## src/rtl/rld_pkg.sv

```systemverilog
package rld_pkg;
  localparam int SRC_W = 3;
  localparam logic [SRC_W-1:0] SRC_CLK  = 3'b000;
  localparam logic [SRC_W-1:0] SRC_DIV8 = 3'b001;
  localparam logic [SRC_W-1:0] SRC_DIV2 = 3'b011;

  function automatic logic src_valid(input logic [SRC_W-1:0] s);
    return (s == SRC_CLK) || (s == SRC_DIV8) || (s == SRC_DIV2);
  endfunction
endpackage

```

## src/rtl/rld_prescale.sv

```systemverilog
module rld_prescale
  import rld_pkg::*;
#(
  parameter int PRE_W = 3
) (
  input  logic             clk,
  input  logic             rst,
  input  logic             en,
  input  logic [SRC_W-1:0] src,
  output logic             tick
);
  logic [PRE_W-1:0] pre;

  always_ff @(posedge clk) begin
    if (rst || !en) pre <= '0;
    else            pre <= pre + 1'b1;
  end

  always_comb begin
    case (src)
      SRC_CLK:  tick = en;
      SRC_DIV2: tick = en & pre[0];
      SRC_DIV8: tick = en & (&pre[2:0]);
      default:  tick = 1'b0;
    endcase
  end
endmodule

```

## src/rtl/rld_runsync.sv

```systemverilog
module rld_runsync (
  input  logic clk,
  input  logic rst,
  input  logic tick,
  input  logic start,
  output logic running
);
  always_ff @(posedge clk) begin
    if (rst)       running <= 1'b0;
    else if (tick) running <= start;
  end
endmodule

```

## src/rtl/rld_core.sv

```systemverilog
module rld_core #(
  parameter int CNT_W = 16
) (
  input  logic             clk,
  input  logic             rst,
  input  logic             tick,
  input  logic             running,
  input  logic             idle,
  input  logic             reload_wr,
  input  logic [CNT_W-1:0] reload_din,
  input  logic             flag_clr,
  output logic [CNT_W-1:0] cnt,
  output logic [CNT_W-1:0] reload_q,
  output logic             flag
);
  localparam logic [CNT_W-1:0] RST_VAL = '1;
  logic step, wrap;

  assign step = tick & running;
  assign wrap = step & (cnt == '0);

  always_ff @(posedge clk) begin
    if (rst) begin
      cnt      <= RST_VAL;
      reload_q <= RST_VAL;
      flag     <= 1'b0;
    end else begin
      if (reload_wr) reload_q <= reload_din;
      if (step) begin
        if (wrap) cnt <= reload_q;
        else      cnt <= cnt - 1'b1;
      end else if (reload_wr && idle) begin
        cnt <= reload_din;
      end
      if (wrap)          flag <= 1'b1;
      else if (flag_clr) flag <= 1'b0;
    end
  end
endmodule

```

## src/rtl/rld_timer.sv

```systemverilog
module rld_timer
  import rld_pkg::*;
#(
  parameter int CNT_W = 16,
  parameter int PRE_W = 3
) (
  input  logic             clk,
  input  logic             rst,
  input  logic             reload_wr,
  input  logic [CNT_W-1:0] reload_din,
  input  logic             mode_wr,
  input  logic [SRC_W-1:0] mode_src,
  input  logic             start_wr,
  input  logic             start_din,
  input  logic             flag_clr,
  output logic [CNT_W-1:0] cnt_val,
  output logic             run_stat,
  output logic             req_flag
);
  logic             start_q;
  logic [SRC_W-1:0] src_q;
  logic             src_tick;
  logic [CNT_W-1:0] reload_q;

  always_ff @(posedge clk) begin
    if (rst) begin
      start_q <= 1'b0;
      src_q   <= SRC_CLK;
    end else begin
      if (start_wr) start_q <= start_din;
      if (mode_wr)  src_q   <= mode_src;
    end
  end

  rld_prescale #(.PRE_W(PRE_W)) u_pre (
    .clk(clk), .rst(rst), .en(start_q | run_stat), .src(src_q), .tick(src_tick)
  );

  rld_runsync u_run (
    .clk(clk), .rst(rst), .tick(src_tick), .start(start_q), .running(run_stat)
  );

  rld_core #(.CNT_W(CNT_W)) u_core (
    .clk(clk), .rst(rst), .tick(src_tick), .running(run_stat),
    .idle(!start_q && !run_stat), .reload_wr(reload_wr), .reload_din(reload_din),
    .flag_clr(flag_clr), .cnt(cnt_val), .reload_q(reload_q), .flag(req_flag)
  );
endmodule

```

## config.mk

```make
export PLATFORM = sky130hd
export DESIGN_NAME = rld_timer
export DESIGN_NICKNAME = d
export VERILOG_FILES = /design/src/rtl/rld_pkg.sv /design/src/rtl/rld_prescale.sv /design/src/rtl/rld_runsync.sv /design/src/rtl/rld_core.sv /design/src/rtl/rld_timer.sv
export SDC_FILE = /design/constraint.sdc
export NUM_CORES = 1
export LEC_CHECK = 0
export BUFFER_PORTS_ARGS = -buffer_cell sky130_fd_sc_hd__buf_2
export CELL_PAD_IN_SITES_DETAIL_PLACEMENT = 2
export CELL_PAD_IN_SITES_GLOBAL_PLACEMENT = 2
export CORE_ASPECT_RATIO = 0.7
export CORE_MARGIN = 1
export CORE_UTILIZATION = 30
export CTS_BUF_LIST = sky130_fd_sc_hd__clkbuf_4
export DETAILED_ROUTE_END_ITERATION = 7
export GPL_TIMING_DRIVEN = 0
export PLACE_DENSITY = 0.87
export SLEW_MARGIN = 20
export SYNTH_ARGS = -nofsm -noshare
export SYNTH_HDL_FRONTEND = slang
export SYNTH_SLANG_ARGS = --single-unit
```

## constraint.sdc

```tcl
create_clock -name clk -period 2 [get_ports clk]
set_clock_uncertainty 0.1 [all_clocks]
set_input_delay 0.3 -clock clk [delete_from_list [all_inputs] [get_ports clk]]
set_output_delay 0.3 -clock clk [all_outputs]
set_load 0.01 [all_outputs]
```

==> metrics.cfg <==
[worst_setup_path]
r2r_slack_ns=0.03
r2r_start=u_core.cnt[0]$_SDFFE_PP1P_
cp-end-kind=flop
crit_buf_inv=1
criticalPathCategory=reg -> reg
startpoint=u_core.cnt[0]$_SDFFE_PP1P_
worstPathArrival_ns=2.13
cpPeakStageDelay_ns=0.37
critical-path-slowest-cell=dfxtp_4
crit_fanout=6
cp_top_family=simple AND/OR/NAND/NOR gates
cp.required_ns=2.17
cp_cell_sequence=inv_4 -> ha_2 -> nor3b_4 -> nand4_1 -> xor2_1 -> a211oi_1 -> or3_1
startpoint_type=flop

[detailed_routing]
wire_per_inst_um=21.31
drc=0
vias_per_cell=5.524
drt_iter0_drc=105
ant_nets=0
routed_wl_um=8864
drtPass1Iterations=4
vias=2298

[grt]
grt_use_total_pct=22.54
antenna_found_initial=0
grt_max_degree=12
overflow=0
grt_pass1_wl_um=12870
grt_pass1_vias=2360

[floorplanning]
start_util_pct=31.71
top_level_ports=44
core_mm2=0.006882
dieArea_mm2=0.007624
die_h_um=73.36
fp.dieW_um=103.9
placementRows=25

[pwr]
clkPwrFrac_pct=24.1
p_switching_mw=0.6208
p_comb_share_pct=22.8
p_leak_nw=1.211
power.internal_mw=1.218
power_density_mw_per_mm2=626.0
p_seq_share_pct=53.2
p_sw_share_pct=33.77
ir_drop_mv=0.2610

[logic_synthesis]
synth_area_leaders=dfxtp_1 38%, a211o_1 8.0%, nor2b_1 5.2%, a21oi_1 4.4%, nand2_1 4.3%
synthCells=251
seq_area_frac_synth_pct=37.61
synth-seq-cells=41
async_flop_share_pct=0
synth_edf_count=0
ys_warn_count=0
synth_top_cell_by_area=dfxtp_1
synth.top_cell.area_share_pct=37.61
syn_area_per_cell_um2=8.694
ys_types=46
dominantRegCellSynth=dfxtp_1
netlist_area_mm2=0.002182
synth.net_count=281

[placed_design]
dpl.hpwl_um=5779
io_buffers=42
finalWeightedCongestion=0.7817
place_area_mm2=0.002510

[sta]
hold_slack_ns=0.03932
rsz0062_at_grt=yes
setup_viol=0
drv_slew=0
fin_crit_sh_pct=98.30
post-route-min-period_ns=1.966
fin_tns_setup_ns=0
max_freq_mhz=508.7
tightest_slew_ns=0.7293
hold_viol_final=0
maxSlewHeadroom_pct=51.38

[clock_tree]
htreeDepth=2
cts_root_buffer=clkbuf_4
cts.sinks=41
clock_latency_ns=0.37
ctsHoldBuffers=0
cts_tree=yes
cts_buffers=5
path_clk_slew_ns=0.13
cts_buffer_depth=2

[hold_path]
hold_path.class=in -> reg
hp-start=reload_din[0]

[layout]
nets=352
area_growth_pct=34.58
drive_above_1_share_pct=35.09
design_area_mm2=0.002937
final_common_cell=buf_2
n_antenna_cell=0
layout_common_cells=45 x buf_2, 37 x dfxtp_1, 23 x nand2_1

[flow_run]
cap_violations=0

[outcome]
status=complete, no violations

[logic make-up after synthesis]
logic type | Yosys count | share of synthesized area, %
muxes | 11 | 5.275
adders and majority gates | 4 | 2.294
buffers and inverters | 20 | 4.186
and+or+nand+nor | 101 | 26.15
DFF | 41 | 37.61
AOI/OAI and AO/OA | 66 | 21.27
xor gates and xnor gates | 8 | 3.211
[worst reg2reg max path, cell delays in order (launching register included)]
cell	delay, ns
dfxtp_4	0.37
inv_4	0.08
ha_2	0.26
nor3b_4	0.29
nand4_1	0.15
xor2_1	0.18
a211oi_1	0.10
or3_1	0.32
[final timing paths]
check / to / depth (start not counted)
max: u_core.cnt[12]$_SDFFE_PP1P_ / 7
min reg2reg: u_core.cnt[0]$_SDFFE_PP1P_ / 2
min: u_core.reload_q[0]$_SDFFE_PP1P_ / 2
max reg2reg: u_core.cnt[12]$_SDFFE_PP1P_ / 7
[cell usage after synthesis (2+ instances only)]
master     instances
nor2_1            22
nand4_1            4
buf_2              4
dfxtp_1           41
mux2_2             4
nand3_1            8
o211ai_1           3
a21oi_1           19
mux2i_1            7
a211oi_1           2
nand2_1           25
a211o_1           20
and2_1             6
clkbuf_1          11
o21ai_0            8
xor2_1             4
or3_1              2
nor3_1             4
a2111oi_0          2
nor2b_1           18
a31oi_1            2
inv_1              2
o31ai_1            3
xnor2_1            4
ha_1               4
nor4_4             2
[power groups by stage]
stage | clock network, mW | registers, mW | logic [mW]
2_1_floorplan | 0 | 0.976 | 0.200
3_3_place_gp | 0 | 0.980 | 0.327
3_5_place_dp | 0 | 0.985 | 0.347
4_1_cts | 0.454 | 0.969 | 0.384
5_1_grt | 0.489 | 0.986 | 0.455
6_report | 0.442 | 0.978 | 0.418
[flip-flops by register name (all words and copies together), names as in the netlist]
| register | count |
|---|---|
| u_core.flag | 1 |
| src_q | 3 |
| start_q | 1 |
| u_pre.pre | 3 |
| u_run.running | 1 |
| u_core.cnt | 16 |
| u_core.reload_q | 16 |
[cell type report]
class	count	area (um2)
inverter	2	10.01
buffer	17	102.6
tap	94	117.6
multi-input combinational	190	1401
sequential	41	830.8
clock buffer	6	45.04
clock inverter	1	3.754
fill	777	3945
timing repair buffer	65	425.4
[metal layers]
layer  part of all wire [%]  vias to the layer above  global-route usage (%)
met5                      0                        -                       0
met4                    1.4                        0                   7.937
met3                    6.3                       12                   4.259
met2                     47                       67                   38.89
met1                     45                     1160                   28.58
li1                       -                     1059                       -
[per-stage QoR]
stage	utilization, %	instances	setup WS [ns]	power (mW)
after floorplan	-	251	0.06452	1.177
after global placement	36.47	387	-0.3752	1.307
after detailed placement	36.47	387	-0.4812	1.332
after CTS	39.62	404	0.0008433	1.807
after global routing	42.67	416	-0.02642	1.930
final	42.67	416	0.03401	1.838
[repair_timing]
action	4_1_cts	5_1_grt
setup buffers	9	12
cloned	1	1
pin swaps	3	12
endpoints found under the setup margin	17	16
gates resized for setup	30	24
No activity file was read; power rests on OpenSTA's default activity.
